==> config.mk <==
export PLATFORM = sky130hd
export DESIGN_NAME = vpkt_fb_writer
export DESIGN_NICKNAME = d
export VERILOG_FILES = /design/src/rtl/vpw_pkg.sv /design/src/rtl/vpw_fifo.sv /design/src/rtl/vpw_addr_gen.sv /design/src/rtl/vpw_parser.sv /design/src/rtl/vpkt_fb_writer.sv
export SDC_FILE = /design/constraint.sdc
export NUM_CORES = 1
export LEC_CHECK = 0
export ABC_AREA = 0
export BUFFER_PORTS_ARGS = -buffer_cell sky130_fd_sc_hd__buf_2
export CORE_ASPECT_RATIO = 1.1
export CORE_UTILIZATION = 35
export DETAILED_ROUTE_END_ITERATION = 10
export GPL_TIMING_DRIVEN = 0
export HOLD_SLACK_MARGIN = 0.06
export MAX_ROUTING_LAYER = met4
export PLACE_DENSITY_LB_ADDON = 0.1
export SLEW_MARGIN = 20
export SYNTH_ARGS = -nofsm -noshare
export SYNTH_HDL_FRONTEND = slang
export SYNTH_HIERARCHICAL = 1
export SYNTH_SLANG_ARGS = --single-unit
export TNS_END_PERCENT = 30
==> constraint.sdc <==
create_clock -name clk -period 8.4 [get_ports clk]
set_input_delay 0.42 -clock clk [delete_from_list [all_inputs] [get_ports clk]]
set_output_delay 0.42 -clock clk [all_outputs]
set_load 0.01 [all_outputs]
==> src/rtl/vpw_pkg.sv <==
package vpw_pkg;

   typedef struct packed {
      logic [4:0] red;
      logic [5:0] green;
      logic [4:0] blue;
   } rgb565_t;

   typedef enum logic [1:0] {
      ST_HDR  = 2'd0,
      ST_PAY  = 2'd1,
      ST_DROP = 2'd2
   } parse_st_t;

   function automatic rgb565_t join_pixel(input logic [7:0] lo, input logic [7:0] hi);
      join_pixel = rgb565_t'({hi, lo});
   endfunction

endpackage

==> src/rtl/vpw_fifo.sv <==
module vpw_fifo #(
   parameter int WIDTH = 32,
   parameter int DEPTH = 8,
   localparam int LVL_W = $clog2(DEPTH + 1)
) (
   input  logic             clk,
   input  logic             rst_n,
   input  logic             push,
   input  logic [WIDTH-1:0] push_data,
   output logic             full,
   input  logic             pop,
   output logic [WIDTH-1:0] pop_data,
   output logic             not_empty,
   output logic [LVL_W-1:0] level
);

   generate
      if (DEPTH == 1) begin : g_single
         logic             held_q;
         logic [WIDTH-1:0] data_q;

         always_ff @(posedge clk) begin
            if (!rst_n) begin
               held_q <= 1'b0;
               data_q <= '0;
            end else if (push && !held_q) begin
               held_q <= 1'b1;
               data_q <= push_data;
            end else if (pop && held_q) begin
               held_q <= 1'b0;
            end
         end

         assign full      = held_q;
         assign not_empty = held_q;
         assign pop_data  = data_q;
         assign level     = LVL_W'(held_q);
      end else begin : g_ring
         localparam int PTR_W = $clog2(DEPTH);
         localparam logic [PTR_W-1:0] LAST_SLOT = PTR_W'(DEPTH - 1);

         logic [WIDTH-1:0] mem_q [DEPTH];
         logic [PTR_W-1:0] wp_q, rp_q;
         logic [LVL_W-1:0] cnt_q;
         logic             do_push, do_pop;

         assign full      = (cnt_q == LVL_W'(DEPTH));
         assign not_empty = (cnt_q != '0);
         assign do_push   = push && !full;
         assign do_pop    = pop && not_empty;
         assign pop_data  = mem_q[rp_q];
         assign level     = cnt_q;

         always_ff @(posedge clk) begin
            if (do_push) mem_q[wp_q] <= push_data;
         end

         always_ff @(posedge clk) begin
            if (!rst_n) begin
               wp_q  <= '0;
               rp_q  <= '0;
               cnt_q <= '0;
            end else begin
               if (do_push) wp_q <= (wp_q == LAST_SLOT) ? '0 : wp_q + PTR_W'(1);
               if (do_pop)  rp_q <= (rp_q == LAST_SLOT) ? '0 : rp_q + PTR_W'(1);
               case ({do_push, do_pop})
                  2'b10:   cnt_q <= cnt_q + LVL_W'(1);
                  2'b01:   cnt_q <= cnt_q - LVL_W'(1);
                  default: cnt_q <= cnt_q;
               endcase
            end
         end
      end
   endgenerate

endmodule

==> src/rtl/vpw_addr_gen.sv <==
module vpw_addr_gen #(
   parameter int ADDR_W      = 16,
   parameter int PIX_PER_PKT = 511,
   parameter int FRAME_BASE  = 0
) (
   input  logic [7:0]        pkt_num,
   output logic [ADDR_W-1:0] pkt_base
);

   localparam logic [31:0] STRIDE = 32'(PIX_PER_PKT);
   localparam logic [31:0] BASE   = 32'(FRAME_BASE);

   logic [31:0] slot;
   logic [31:0] full_addr;

   always_comb begin
      slot      = (pkt_num == 8'd0) ? 32'd0 : (32'(pkt_num) - 32'd1);
      full_addr = BASE + slot * STRIDE;
   end

   assign pkt_base = full_addr[ADDR_W-1:0];

endmodule

==> src/rtl/vpw_parser.sv <==
module vpw_parser
   import vpw_pkg::*;
#(
   parameter int ADDR_W         = 16,
   parameter int PIX_PER_PKT    = 511,
   parameter int PKTS_PER_FRAME = 38
) (
   input  logic              clk,
   input  logic              rst_n,
   input  logic              byte_take,
   input  logic [7:0]        byte_data,
   input  logic              byte_last,
   input  logic [ADDR_W-1:0] pkt_base,
   output logic              px_push,
   output logic [ADDR_W-1:0] px_addr,
   output logic [15:0]       px_data,
   output logic              frame_done,
   output logic              num_err,
   output logic              short_err
);

   localparam int IDX_W = (PIX_PER_PKT > 1) ? $clog2(PIX_PER_PKT) : 1;
   localparam logic [IDX_W-1:0] LAST_IDX = IDX_W'(PIX_PER_PKT - 1);
   localparam logic [7:0] TOP_NUM = 8'(PKTS_PER_FRAME);

   parse_st_t         st_q;
   logic [ADDR_W-1:0] base_q;
   logic [IDX_W-1:0]  idx_q;
   logic              phase_q;
   logic [7:0]        lo_q;
   logic              closing_q;
   logic              armed_q;

   logic num_bad, num_first, hdr_keep, pkt_full;

   always_comb begin
      num_bad   = (byte_data == 8'd0) || (byte_data > TOP_NUM);
      num_first = (byte_data == 8'd1);
      hdr_keep  = !num_bad && (armed_q || num_first);
      px_push   = byte_take && (st_q == ST_PAY) && phase_q;
      pkt_full  = px_push && (idx_q == LAST_IDX);
      px_addr   = base_q + ADDR_W'(idx_q);
      px_data   = join_pixel(lo_q, byte_data);
   end

   always_ff @(posedge clk) begin
      if (!rst_n) begin
         st_q       <= ST_HDR;
         base_q     <= '0;
         idx_q      <= '0;
         phase_q    <= 1'b0;
         lo_q       <= '0;
         closing_q  <= 1'b0;
         armed_q    <= 1'b0;
         frame_done <= 1'b0;
         num_err    <= 1'b0;
         short_err  <= 1'b0;
      end else begin
         frame_done <= 1'b0;
         if (byte_take) begin
            case (st_q)
               ST_HDR: begin
                  if (num_bad) num_err <= 1'b1;
                  if (!num_bad && num_first) armed_q <= 1'b1;
                  base_q    <= pkt_base;
                  idx_q     <= '0;
                  phase_q   <= 1'b0;
                  closing_q <= (byte_data == TOP_NUM);
                  if (byte_last) begin
                     st_q <= ST_HDR;
                     if (hdr_keep) short_err <= 1'b1;
                  end else begin
                     st_q <= hdr_keep ? ST_PAY : ST_DROP;
                  end
               end
               ST_PAY: begin
                  if (!phase_q) begin
                     lo_q    <= byte_data;
                     phase_q <= 1'b1;
                  end else begin
                     phase_q <= 1'b0;
                     idx_q   <= idx_q + IDX_W'(1);
                  end
                  if (pkt_full) begin
                     if (closing_q) begin
                        frame_done <= 1'b1;
                        armed_q    <= 1'b0;
                     end
                     st_q <= byte_last ? ST_HDR : ST_DROP;
                  end else if (byte_last) begin
                     short_err <= 1'b1;
                     st_q      <= ST_HDR;
                  end
               end
               ST_DROP: begin
                  if (byte_last) st_q <= ST_HDR;
               end
               default: st_q <= ST_HDR;
            endcase
         end
      end
   end

endmodule

==> src/rtl/vpkt_fb_writer.sv <==
module vpkt_fb_writer #(
   parameter int ADDR_W         = 16,
   parameter int PIX_PER_PKT    = 511,
   parameter int PKTS_PER_FRAME = 38,
   parameter int FIFO_DEPTH     = 8,
   parameter int FRAME_BASE     = 0
) (
   input  logic              clk,
   input  logic              rst_n,
   input  logic              in_valid,
   input  logic [7:0]        in_data,
   input  logic              in_last,
   output logic              in_ready,
   output logic              wr_valid,
   output logic [ADDR_W-1:0] wr_addr,
   output logic [15:0]       wr_data,
   input  logic              wr_ready,
   output logic              frame_done,
   output logic              num_err,
   output logic              short_err
);

   localparam int ENTRY_W = ADDR_W + 16;
   localparam int LVL_W   = $clog2(FIFO_DEPTH + 1);
   localparam longint SPAN = longint'(FRAME_BASE) + longint'(PKTS_PER_FRAME) * longint'(PIX_PER_PKT);

   generate
      if (PKTS_PER_FRAME < 1 || PKTS_PER_FRAME > 255) begin : g_bad_pkts
         $error("PKTS_PER_FRAME must lie in 1..255");
      end
      if (PIX_PER_PKT < 1) begin : g_bad_pix
         $error("PIX_PER_PKT must be at least 1");
      end
      if (FIFO_DEPTH < 1) begin : g_bad_depth
         $error("FIFO_DEPTH must be at least 1");
      end
      if (ADDR_W < 1 || ADDR_W > 31 || SPAN > (longint'(1) <<< ADDR_W)) begin : g_bad_addr
         $error("ADDR_W cannot hold the frame");
      end
   endgenerate

   logic              take;
   logic [ADDR_W-1:0] pkt_base;
   logic              px_push;
   logic [ADDR_W-1:0] px_addr;
   logic [15:0]       px_data;
   logic              fifo_full;
   logic [ENTRY_W-1:0] head;
   logic [LVL_W-1:0]  fifo_level;

   assign in_ready = !fifo_full;
   assign take     = in_valid && in_ready;

   vpw_addr_gen #(
      .ADDR_W      (ADDR_W),
      .PIX_PER_PKT (PIX_PER_PKT),
      .FRAME_BASE  (FRAME_BASE)
   ) u_addr (
      .pkt_num  (in_data),
      .pkt_base (pkt_base)
   );

   vpw_parser #(
      .ADDR_W         (ADDR_W),
      .PIX_PER_PKT    (PIX_PER_PKT),
      .PKTS_PER_FRAME (PKTS_PER_FRAME)
   ) u_parse (
      .clk        (clk),
      .rst_n      (rst_n),
      .byte_take  (take),
      .byte_data  (in_data),
      .byte_last  (in_last),
      .pkt_base   (pkt_base),
      .px_push    (px_push),
      .px_addr    (px_addr),
      .px_data    (px_data),
      .frame_done (frame_done),
      .num_err    (num_err),
      .short_err  (short_err)
   );

   vpw_fifo #(
      .WIDTH (ENTRY_W),
      .DEPTH (FIFO_DEPTH)
   ) u_fifo (
      .clk       (clk),
      .rst_n     (rst_n),
      .push      (px_push),
      .push_data ({px_addr, px_data}),
      .full      (fifo_full),
      .pop       (wr_ready),
      .pop_data  (head),
      .not_empty (wr_valid),
      .level     (fifo_level)
   );

   assign wr_addr = head[ENTRY_W-1:16];
   assign wr_data = head[15:0];

endmodule

==> impl_metrics.tcl <==
set metrics [dict create \
    vias 8342 \
    skew_ns 0.0171 \
    max_cap_violations 0 \
    cts_buffers 30 \
    seq_area_frac_synth 0.581 \
    synth_mux_area_frac 0.133 \
    synth_compound_area_frac 0.0617 \
    crit_required_ns 8.88 \
    synth_area_leader_cell "edfxtp_1" \
    antenna_found_initial 1 \
    num_rows 79 \
    start_util 0.356 \
    finalSetupTns_ns 0 \
    synth_top_area_frac 0.510 \
    ant_nets 0 \
    nets 1216 \
    path_clk_slew_ns 0.06 \
    htreeDepth 1 \
    crit_fanout 12 \
    p_total_mw 4.26 \
    power_density_nw_per_um2 245 \
    rsz0062_at_grt "false" \
    synth-simple-area-share 0.0755 \
    stdcell_count 1715 \
    gp_congestion 0.759 \
    cts_tree "yes" \
    report.final.slew_viol_count 0 \
    syn_to_final_growth_pct 15.5 \
    finalCriticalPeriod_ns 5.98 \
    io_buffers 49 \
    synth_area_um2 15100 \
    core-area_um2 42400 \
    cpMostUsedCell "inv_1" \
    synth_area_per_cell_um2 15.0 \
    status "completed" \
    grt_pass1_wl_um 51200 \
    postCtsHoldBufs 0 \
    die_w_um 200 \
    slew_headroom 0.308 \
    pre_cts_ws_ns 1.84 \
    critPathBufInv 7 \
    cts_sinks 310 \
    routed_wl_um 32800 \
    wl_per_cell_um 19.1 \
    fp.dieArea_um2 43900 \
    start_kind "input pin" \
    hp-class "in -> reg" \
    die_h_um 220 \
    vias_per_cell 4.86 \
    gr-total-overflow 0 \
    insertion_delay_ns 0.57 \
    tightest_slew_ns 1.04 \
    finalHoldViolCount 0 \
    root_buffer "clkbuf_16" \
    synth_top_flop_cell "edfxtp_1" \
    drive_above_1_share 0.221 \
    async_reset_ff_frac 0 \
    synth-xor-area-share 0.0261 \
    peakVddDrop_mv 0.334 \
    synth_warnings 6 \
    ys_ff_latch 310 \
    synth_cell_type_count 71 \
    grt_max_degree 18 \
    cts_buffer_depth 3 \
    drtIter0Drc 419 \
    fin_ws_ns 2.42 \
    crit_path_end_kind "flop" \
    dp_hpwl_um 23600 \
    syn_inst 1007 \
    n_fill_cell 3929 \
    synth_top_family_by_area "multiplexers" \
    fin_crit_sh 0.711 \
    crit_type "in -> reg" \
    io-pin-count 50 \
    placedCellCount 1660 \
    setup_viol 0 \
    max_freq_ghz 0.167 \
    critical_path_arrival_ns 6.46 \
    drcViolationCount 0 \
    holdWs_ns 0.152 \
    leakagePower_nw 6.20 \
    slowest_delay_ns 0.59 \
    drt-pass1-iter-count 4 \
    synth_fa_ha_area_frac 0.0796 \
    crit_path_top_delay_cell "fa_1" \
    grt_use_total 0.161 \
    post_cts_buffers 0 \
    cts_resized 0 \
    synth_edf_count 256 \
    grt_pass1_vias 8673 \
    synth.area.top_cells "edfxtp_1 (51%), dfxtp_1 (7.2%), mux4_2 (5.4%)" \
    path_delay_family "adder cells" \
]
## cell type report
cell class / count / area, um2 / area share
Multi-Input combinational cell: 576 / 5750 / 0.330
Buffer: 49 / 342 / 0.0196
Tap cell: 567 / 709 / 0.0407
Clock inverter: 14 / 183 / 0.0105
Antenna cell: 1 / 2.50 / 0.000144
Timing Repair Buffer: 80 / 556 / 0.0319
Sequential cell: 310 / 8770 / 0.503
Inverter: 78 / 293 / 0.0168
Clock buffer: 40 / 818 / 0.0470
## registers in the layout, indices dropped and copies added (netlist names), named ones only
register and cells:
u_parse/num_err 1, u_fifo/g_ring.wp_q 3, u_parse/closing_q 1, u_parse/idx_q 9, u_fifo/g_ring.mem_q 256, u_parse/short_err 1, u_parse/armed_q 1, u_fifo/g_ring.rp_q 3
u_parse/phase_q 1, u_parse/frame_done 1, u_parse/st_q 2, u_parse/base_q 16, u_fifo/level 4, u_parse/lo_q 8
## worst paths after layout
path                             startpoint                              endpoint  cells after the start  slack [ns]
max                              in_data[0]       u_parse/base_q[13]$_SDFFE_PN0P_                     26        2.42
min                                 in_last        u_parse/short_err$_SDFFE_PN0P_                      3        0.15
max reg2reg    u_fifo/level[1]$_SDFFE_PN0P_  u_fifo/g_ring.mem_q[0][19]$_DFFE_PP_                     13        4.38
min reg2reg  u_parse/short_err$_SDFFE_PN0P_        u_parse/short_err$_SDFFE_PN0P_                      2        0.47
## per-stage QoR
step	cell area (um2)	utilization
after floorplan	15100	-
after global placement	16100	0.379
after detailed placement	16400	0.387
after CTS	17400	0.411
after global routing	17400	0.411
final	17400	0.411
## where the power goes
group | leakage, nW | switching (mW) | internal, mW
Clock | 0.490 | 0.565 | 0.805
Combinational | 3.00 | 0.662 | 0.495
Sequential | 2.71 | 0.0172 | 1.72
Total | 6.20 | 1.24 | 3.02
## routing by layer
metal,GRT usage,part of all wire,up-vias
met1,0.210,0.47,4208
met3,0.0179,0.034,31
li1,-,-,4004
met5,-,0,-
met2,0.268,0.49,99
met4,0.0354,0.014,0
## cell usage in the layout, fill, tap and decap left out, drive strengths merged, types with 3 or more instances in the layout
cell type / instances
xnor2: 29
buf: 116
mux2: 33
clkbuf: 53
nand4: 7
conb: 8
inv: 78
and3: 8
ha: 48
fa: 30
xor2: 16
mux2i: 3
nor3: 16
clkinv: 9
or3: 8
o311a: 3
and2: 6
bufinv: 4
a21o: 11
edfxtp: 256
nand2b: 12
nand3: 7
nand2: 83
nor4: 11
nor2: 30
a21boi: 34
nor2b: 12
a211oi: 3
o31ai: 3
a31oi: 3
nand3b: 3
dfxtp: 54
nor4b: 3
o21a: 6
o21ai: 25
a21oi: 25
mux4: 64
## kinds of logic after synthesis
kind of cell / Yosys count
flip-flops: 310
AND/OR/NAND/NOR: 213
AO/OA/AOI/OAI: 132
buffers and inverters: 127
multiplexers: 100
adder cells (fa/ha/maj): 78
XOR/XNOR: 45
other: 2
## worst min-delay path: stages
cell and delay [ns]:
buf_2 0.11, nand3_1 0.07, o31ai_1 0.07
## Yosys cell counts, types with 10 or more instances
cell type / count
edfxtp_1: 256
nand2_1: 83
inv_1: 78
dfxtp_1: 54
ha_1: 48
mux4_2: 36
a21boi_0: 31
fa_1: 30
xnor2_1: 29
mux4_1: 28
nor2_1: 28
a21oi_1: 25
o21ai_0: 25
mux2_2: 17
mux2_4: 16
xor2_1: 16
nor3_1: 14
buf_6: 13
clkbuf_1: 12
nand2b_1: 12
a21o_1: 11
nor2b_1: 11
buf_2: 10
Power figures use the tool's default switching activity.
